### src/rtl/phi2_seq_pkg.sv
package phi2_seq_pkg;

    typedef enum logic [2:0] {
        ST_IDLE,
        ST_DRIVE,
        ST_SETUP,
        ST_ACCESS,
        ST_LOWER,
        ST_RELEASE,
        ST_DONE
    } seq_state_e;

    // smallest cycle count whose duration strictly exceeds min_ns
    function automatic int unsigned cycles_over(input int unsigned min_ns,
                                                input int unsigned period_ns);
        return (min_ns / period_ns) + 1;
    endfunction

endpackage

### src/rtl/phi2_wait_timer.sv
module phi2_wait_timer #(
    parameter int unsigned CNT_W = 8
) (
    input  logic             clk,
    input  logic             rst_n,
    input  logic             load,
    input  logic [CNT_W-1:0] load_val,
    output logic             zero
);

    logic [CNT_W-1:0] cnt_q;

    always_ff @(posedge clk) begin
        if (!rst_n) begin
            cnt_q <= '0;
        end else if (load) begin
            cnt_q <= load_val;
        end else if (cnt_q != '0) begin
            cnt_q <= cnt_q - 1'b1;
        end
    end

    assign zero = (cnt_q == '0);

endmodule

### src/rtl/phi2_req_latch.sv
module phi2_req_latch #(
    parameter int unsigned ADDR_W = 10,
    parameter int unsigned DATA_W = 4
) (
    input  logic              clk,
    input  logic              rst_n,
    input  logic              take_req,
    input  logic [ADDR_W-1:0] req_addr,
    input  logic              req_we,
    input  logic [DATA_W-1:0] req_wdata,
    input  logic              take_rd,
    input  logic [DATA_W-1:0] bus_din,
    output logic [ADDR_W-1:0] addr_q,
    output logic              we_q,
    output logic [DATA_W-1:0] wdata_q,
    output logic [DATA_W-1:0] rdata_q
);

    always_ff @(posedge clk) begin
        if (!rst_n) begin
            addr_q  <= '0;
            we_q    <= 1'b0;
            wdata_q <= '0;
        end else if (take_req) begin
            addr_q  <= req_addr;
            we_q    <= req_we;
            wdata_q <= req_wdata;
        end
    end

    always_ff @(posedge clk) begin
        if (!rst_n) begin
            rdata_q <= '0;
        end else if (take_rd) begin
            rdata_q <= bus_din;
        end
    end

endmodule

### src/rtl/phi2_seq.sv
module phi2_seq
    import phi2_seq_pkg::*;
#(
    parameter int unsigned ADDR_W    = 10,
    parameter int unsigned DATA_W    = 4,
    parameter int unsigned CLK_NS    = 20,
    parameter int unsigned SETUP_NS  = 200,
    parameter int unsigned ACCESS_NS = 400
) (
    input  logic              clk,
    input  logic              rst_n,
    input  logic              req,
    input  logic [ADDR_W-1:0] req_addr,
    input  logic              req_we,
    input  logic [DATA_W-1:0] req_wdata,
    output logic              ack,
    output logic [DATA_W-1:0] rsp_rdata,
    output logic              mem_phi2,
    output logic              mem_sel,
    output logic              mem_rw,
    output logic [ADDR_W-1:0] mem_addr,
    output logic [DATA_W-1:0] mem_dout,
    output logic              mem_doe,
    input  logic [DATA_W-1:0] mem_din
);

    localparam int unsigned SETUP_CYC  = cycles_over(SETUP_NS, CLK_NS);
    localparam int unsigned ACCESS_CYC = cycles_over(ACCESS_NS, CLK_NS);
    localparam int unsigned MAX_CYC    = (SETUP_CYC > ACCESS_CYC) ? SETUP_CYC : ACCESS_CYC;
    localparam int unsigned CNT_W      = $clog2(MAX_CYC + 1);

    seq_state_e state_q, state_d;

    logic              take_req, take_rd;
    logic              tmr_load, tmr_zero;
    logic [CNT_W-1:0]  tmr_val;
    logic              we_q;
    logic [ADDR_W-1:0] addr_q;
    logic [DATA_W-1:0] wdata_q;

    phi2_wait_timer #(.CNT_W(CNT_W)) u_timer (
        .clk      (clk),
        .rst_n    (rst_n),
        .load     (tmr_load),
        .load_val (tmr_val),
        .zero     (tmr_zero)
    );

    phi2_req_latch #(.ADDR_W(ADDR_W), .DATA_W(DATA_W)) u_latch (
        .clk       (clk),
        .rst_n     (rst_n),
        .take_req  (take_req),
        .req_addr  (req_addr),
        .req_we    (req_we),
        .req_wdata (req_wdata),
        .take_rd   (take_rd),
        .bus_din   (mem_din),
        .addr_q    (addr_q),
        .we_q      (we_q),
        .wdata_q   (wdata_q),
        .rdata_q   (rsp_rdata)
    );

    // state register
    always_ff @(posedge clk) begin
        if (!rst_n) begin
            state_q <= ST_IDLE;
        end else begin
            state_q <= state_d;
        end
    end

    // next state and step controls
    always_comb begin
        state_d  = state_q;
        take_req = 1'b0;
        take_rd  = 1'b0;
        tmr_load = 1'b0;
        tmr_val  = '0;
        unique case (state_q)
            ST_IDLE: begin
                if (req) begin
                    take_req = 1'b1;
                    state_d  = ST_DRIVE;
                end
            end
            ST_DRIVE: begin
                tmr_load = 1'b1;
                tmr_val  = CNT_W'(SETUP_CYC - 1);
                state_d  = ST_SETUP;
            end
            ST_SETUP: begin
                if (tmr_zero) begin
                    tmr_load = 1'b1;
                    tmr_val  = CNT_W'(ACCESS_CYC - 1);
                    state_d  = ST_ACCESS;
                end
            end
            ST_ACCESS: begin
                if (tmr_zero) begin
                    take_rd = ~we_q;
                    state_d = ST_LOWER;
                end
            end
            ST_LOWER:   state_d = ST_RELEASE;
            ST_RELEASE: state_d = ST_DONE;
            ST_DONE:    state_d = ST_IDLE;
            default:    state_d = ST_IDLE;
        endcase
    end

    // memory-side and host-side outputs
    always_comb begin
        mem_phi2 = 1'b0;
        mem_sel  = 1'b0;
        mem_rw   = 1'b1;
        mem_doe  = 1'b0;
        ack      = 1'b0;
        unique case (state_q)
            ST_IDLE: ;
            ST_DRIVE: begin
                mem_rw  = ~we_q;
                mem_doe = we_q;
            end
            ST_SETUP: begin
                mem_sel = 1'b1;
                mem_rw  = ~we_q;
                mem_doe = we_q;
            end
            ST_ACCESS: begin
                mem_phi2 = 1'b1;
                mem_sel  = 1'b1;
                mem_rw   = ~we_q;
                mem_doe  = we_q;
            end
            ST_LOWER: begin
                mem_sel = 1'b1;
                mem_rw  = ~we_q;
                mem_doe = we_q;
            end
            ST_RELEASE: begin
                mem_rw  = ~we_q;
                mem_doe = we_q;
            end
            ST_DONE: ack = 1'b1;
            default: ;
        endcase
    end

    assign mem_addr = addr_q;
    assign mem_dout = wdata_q;

endmodule

### config.mk
export PLATFORM = sky130hd
export DESIGN_NAME = phi2_seq
export DESIGN_NICKNAME = d
export VERILOG_FILES = /design/src/rtl/phi2_seq_pkg.sv /design/src/rtl/phi2_wait_timer.sv /design/src/rtl/phi2_req_latch.sv /design/src/rtl/phi2_seq.sv
export SDC_FILE = /design/constraint.sdc
export NUM_CORES = 1
export LEC_CHECK = 0
export BUFFER_PORTS_ARGS = -buffer_cell sky130_fd_sc_hd__buf_4
export CAP_MARGIN = 30
export CORE_UTILIZATION = 48
export CTS_BUF_LIST = sky130_fd_sc_hd__clkbuf_16
export CTS_CLUSTER_DIAMETER = 60
export DETAILED_ROUTE_END_ITERATION = 6
export GPL_TIMING_DRIVEN = 0
export PLACE_DENSITY = 0.78
export SYNTH_ARGS = -nofsm -noshare
export SYNTH_HDL_FRONTEND = slang
export SYNTH_SLANG_ARGS = --single-unit
### constraint.sdc
create_clock -name clk -period 2.18 [get_ports clk]
set_input_delay 0.654 -clock clk [delete_from_list [all_inputs] [get_ports clk]]
set_output_delay 0.654 -clock clk [all_outputs]
set_load 0.01 [all_outputs]
# Word level (Yosys, flattened, before mapping)

Cells that the tools add are included.
W data, S select, Z words.

Input port bits: 22
Bits in registers: 27
Logic and storage cells: 43
Output and inout bits: 23

Add/sub/neg operators: 1
Equal/unequal tests: 9
Muxes and demuxes: 19
Reductions and logical operators: 7
Bitwise operators: 1

Operators with widths:

| cell                  | count |
|---|---|
| $pmux W3 S6           | 1 |
| $mux W5               | 3 |
| $mux W1               | 10 |
| $pmux W5 S2           | 1 |
| $eq A3 B3 Y1 const B  | 3 |
| $mux W3               | 3 |
| $eq A3 B2 Y1 const B  | 2 |
| $ne A2 B2 Y1 const B  | 3 |
| $logic_not A5 Y1      | 1 |
| $reduce_bool A5 Y1    | 1 |
| $reduce_or A5 Y1      | 1 |
| $sub A5 B1 Y5 const B | 1 |
| $eq A3 B1 Y1 const B  | 1 |
| $logic_not A3 Y1      | 1 |
| $reduce_and A3 Y1     | 1 |
| $reduce_or A3 Y1      | 1 |
| $pmux W1 S2           | 1 |
| $reduce_bool A2 Y1    | 1 |
| $not A1 Y1            | 1 |

# Logic depth before layout (Yosys ltp)

Depth in word-level cells: 4
Mapped depth: 6
Mapped depth without buffers: 5

# Cells and area by module

Synthesis repeated with hierarchy kept, for this count alone.

Cells, all modules: 128
Area total of the unflattened synthesis: 1295.0 sq um

Modules (own cells, without submodules):

| module          | area an instance (sq um) | instances | sequential area each (sq um) | cells each |
|---|---|---|---|---|
| phi2_req_latch  | 729.4                    | 1         | 380.4                        | 61 |
| phi2_wait_timer | 300.3                    | 1         | 100.1                        | 34 |
| phi2_seq        | 265.3                    | 1         | 60.1                         | 33 |

# Worst setup path before layout

No wires, ideal clock.

Kind: register to output
Start: register state_q[2]
End: output port mem_doe
Data required time: 1.526 ns
Path slack: 0.346 ns
Stages on the path, launching flop included: 5
Arrival: 1.180 ns
Path buffers: 1
Path through: dfxtp_1 clkbuf_1 or3b_1 nand2_1 and2_1

Word-level cells in the longest chain between the ends: 3
Elaborated cells on any way between the ends: 7
Those cells by class: 5 x eq/ne; 1 x mux; 1 x reduce/logical

Ends and longest elaborated chain:

| item                                       | line            | text |
|---|---|---|
| start, declared                            | phi2_seq.sv:32  | `seq_state_e state_q, state_d;` |
| start signal, assigned                     | phi2_seq.sv:69  | `state_q <= state_d;` |
| $eq A3 B3 Y1, or another cell as far along | phi2_seq.sv:119 | `unique case (state_q)` |
| $reduce_or A5 Y1 (no line) (*)             | --              |  |
| $mux W1 (*)                                | phi2_seq.sv:119 |  |
| end, declared                              | phi2_seq.sv:23  | `output logic mem_doe,` |

Mark *: on every way between the ends. The rest lies on a longest branch, timed or not.

# Final worst setup path

Ends and elaborated chain as after synthesis.

==> results.sh <==
export IMPL_outcome="finished clean"
export IMPL_syn_instance_count=148
export IMPL_period_minus_slack_ns=2.14
export IMPL_vias_per_cell=5.45
export IMPL_yosys_area_top_type="dfxtp_1"
export IMPL_diodes=0
export IMPL_crit_family="simple AND/OR/NAND/NOR gates"
export IMPL_max_stage_delay_ns=0.40
export IMPL_antenna_found_initial=0
export IMPL_synth_xor_area_share_pct=1.44
export IMPL_cts_sinks=27
export IMPL_fp_row_count=17
export IMPL_crit_slowest_cell="or3b_4"
export IMPL_drtIter0Drc=39
export IMPL_period_share_pct=98.2
export IMPL_initial_core_util_pct=52.8
export IMPL_tightest_slew_ns=0.665
export IMPL_synth_edff_count=0
export IMPL_port_buffers=44
export IMPL_synth_fa_ha_area_share_pct=3.10
export IMPL_use_met2_pct=44.0
export IMPL_cts_clk_slew_worst_paths_ns=0.06
export IMPL_ys_flop_type="dfxtp_1"
export IMPL_layout_nets=223
export IMPL_synth_nets=173
export IMPL_drc_errors=0
export IMPL_start_kind="register"
export IMPL_synth_area_mux_share_pct=0
export IMPL_die_h_um=52.3
export IMPL_grt_overflow=0
export IMPL_min_path_type="reg2reg"
export IMPL_fin_util_pct=73.7
export IMPL_yosysSeqAreaShare_pct=44.6
export IMPL_finalPower_mw=1.56
export IMPL_fp_coreArea_um2=2300
export IMPL_cp_required_ns=1.53
export IMPL_power_leakage_nw=0.728
export IMPL_worstPathMaxFanout=10
export IMPL_track_usage_pct=24.2
export IMPL_netlist_cell_type_count=31
export IMPL_synth_top_family_by_area="simple AND/OR/NAND/NOR gates"
export IMPL_end_kind="output pin"
export IMPL_final_setup_skew_ns=0.00264
export IMPL_ys_ff_latch=27
export IMPL_path_class="reg2out"
export IMPL_synth_area_um2=1210
export IMPL_grtUsageMet3_pct=4.35
export IMPL_critPathBufInv=2
export IMPL_grt_pass1_vias=1091
export IMPL_drv_slew=0
export IMPL_place_congestion=0.747
export IMPL_cts_root_buf="clkbuf_16"
export IMPL_synth_simple_gate_area_share_pct=29.2
export IMPL_design_die_area_um2=2730
export IMPL_cts_buffers=3
export IMPL_worstSkewPairLatency_ns=0.26
export IMPL_grt_pass1_wl_um=4770
export IMPL_io_pins=45
export IMPL_power_density_nw_per_um2=919
export IMPL_max_cap_violations=0
export IMPL_ant_nets=0
export IMPL_synth_avg_cell_area_um2=8.19
export IMPL_synth_commonest_cells="nand2_1 (37), dfxtp_1 (27), a21oi_1 (23)"
export IMPL_wire_per_inst_um=14.1
export IMPL_grt_setup_unrepaired="no"
export IMPL_totalWireLength_um=3160
export IMPL_cp_arrival_ns=1.49
export IMPL_drt_pass1_iterations=4
export IMPL_ys_top_cells_by_area="dfxtp_1 (45%), nand2_1 (11%), a21oi_1 (9.5%)"
export IMPL_setup_viol=0
export IMPL_area_delta_synth_final_pct=39.7
export IMPL_grt_max_degree=16
export IMPL_worstPathCellList="buf_8 -> or3b_4 -> nand2_2 -> and2_4 -> buf_4"
export IMPL_cts_tree="done"
export IMPL_clockBufferDepth=2
export IMPL_synth_compound_area_share_pct=16.4
export IMPL_num_vias=1226
export IMPL_hold_violations=0
export IMPL_ir_drop_v=0.000666
export IMPL_hpwl_um=2320
export IMPL_synth_most_common_cell="nand2_1"
export IMPL_busiest_layer="met2"
export IMPL_h_tree_depth=1
export IMPL_synth_top_area_share_pct=44.6
export IMPL_grt_use_met1_pct=28.9
export IMPL_clock_fmax_ghz=0.467
export IMPL_tns_ns=0
export IMPL_die_w_um=52.3
export IMPL_async_flop_share_pct=0
export IMPL_yosys_warnings=0
export IMPL_layout_drive_gt1_share_pct=32.5
export IMPL_relSlewSlack_pct=55.6
tightest hold or removal path, cell delays in order, from the launching register on:
cell and delay [ns]:
dfxtp_1 0.31, nand2_1 0.05, a21oi_1 0.05
stage by stage:
| stage | setup slack, ns | instances | instance area (um2) | hold slack, ns |
|---|---|---|---|---|
| after floorplan | 0.346 | 148 | 1210 | 0.462 |
| after detailed placement | 0.108 | 220 | 1580 | 0.449 |
| after global placement | 0.137 | 220 | 1580 | 0.442 |
| after CTS | 0.00275 | 225 | 1690 | 0.458 |
| final | 0.0392 | 225 | 1690 | 0.454 |
| after global routing | 0.0122 | 225 | 1690 | 0.468 |
cells in the final DEF, fill, tap and decap left out, types with 2 or more instances in the layout:
cell,instances
buf_4,46
nand2_1,36
dfxtp_1,25
a21oi_1,23
nand3_1,7
o21ai_0,6
inv_1,5
clkbuf_1,4
nor2_1,3
ha_1,3
clkbuf_16,3
nor3b_1,2
nor4b_2,2
buf_2,2
a211oi_1,2
nor3_1,2
xnor2_1,2
o21a_1,2
dfxtp_4,2
power by group:
group	switching [mW]	internal, mW
logic	0.271	0.257
registers	0.0593	0.556
clock network	0.165	0.247
total	0.496	1.06
layout make-up:
type                    instances  area, um2
inverters                       5       18.8
multi-input cells             107        616
clock inverters                 1       5.00
clock buffers                   3       75.1
plain buffers                   8       51.3
well taps                      28       35.0
repair buffers                 46        345
flip-flops and latches         27        548
fillers                       179        603
sequential cells by signal, summed over array words and instances (netlist names):
register	flops
u_latch.addr_q	10
u_timer.cnt_q	5
u_latch.rdata_q	4
u_latch.wdata_q	4
state_q	3
u_latch.we_q	1
repair_timing:
| item | in CTS | in global routing |
|---|---|---|
| cloned | 0 | 0 |
| hold buffers | 0 | 0 |
| gates resized for setup | 8 | 4 |
| pin swaps | 1 | 0 |
| buffers inserted | 1 | 1 |
| endpoints found under the setup margin | 2 | 2 |
routing by layer:
metal  share of wire [%]  vias to the layer above
li1                    -                      608
met1                  41                      576
met2                  54                       38
met3                 4.7                        4
met4                0.92                        0
met5                   0                        -
cell families (layout without fill, tap and decap cells):
family | after synthesis | in the layout
xor gates and xnor gates | 2 | 2
and+or+nand+nor | 66 | 66
DFF | 27 | 27
adders and majority gates | 3 | 3
AOI/OAI and AO/OA | 36 | 36
buffers and inverters | 14 | 63
final timing paths:
kind	start	to	slack, ns	cells after the start
max	state_q[2]	mem_doe	0.04	5
min	u_latch.addr_q[7]	u_latch.addr_q[7]	0.45	2
max reg2reg	state_q[2]	u_latch.wdata_q[3]	0.44	6
min reg2reg	u_latch.addr_q[7]	u_latch.addr_q[7]	0.45	2
No activity file was read; power rests on OpenSTA's default activity.
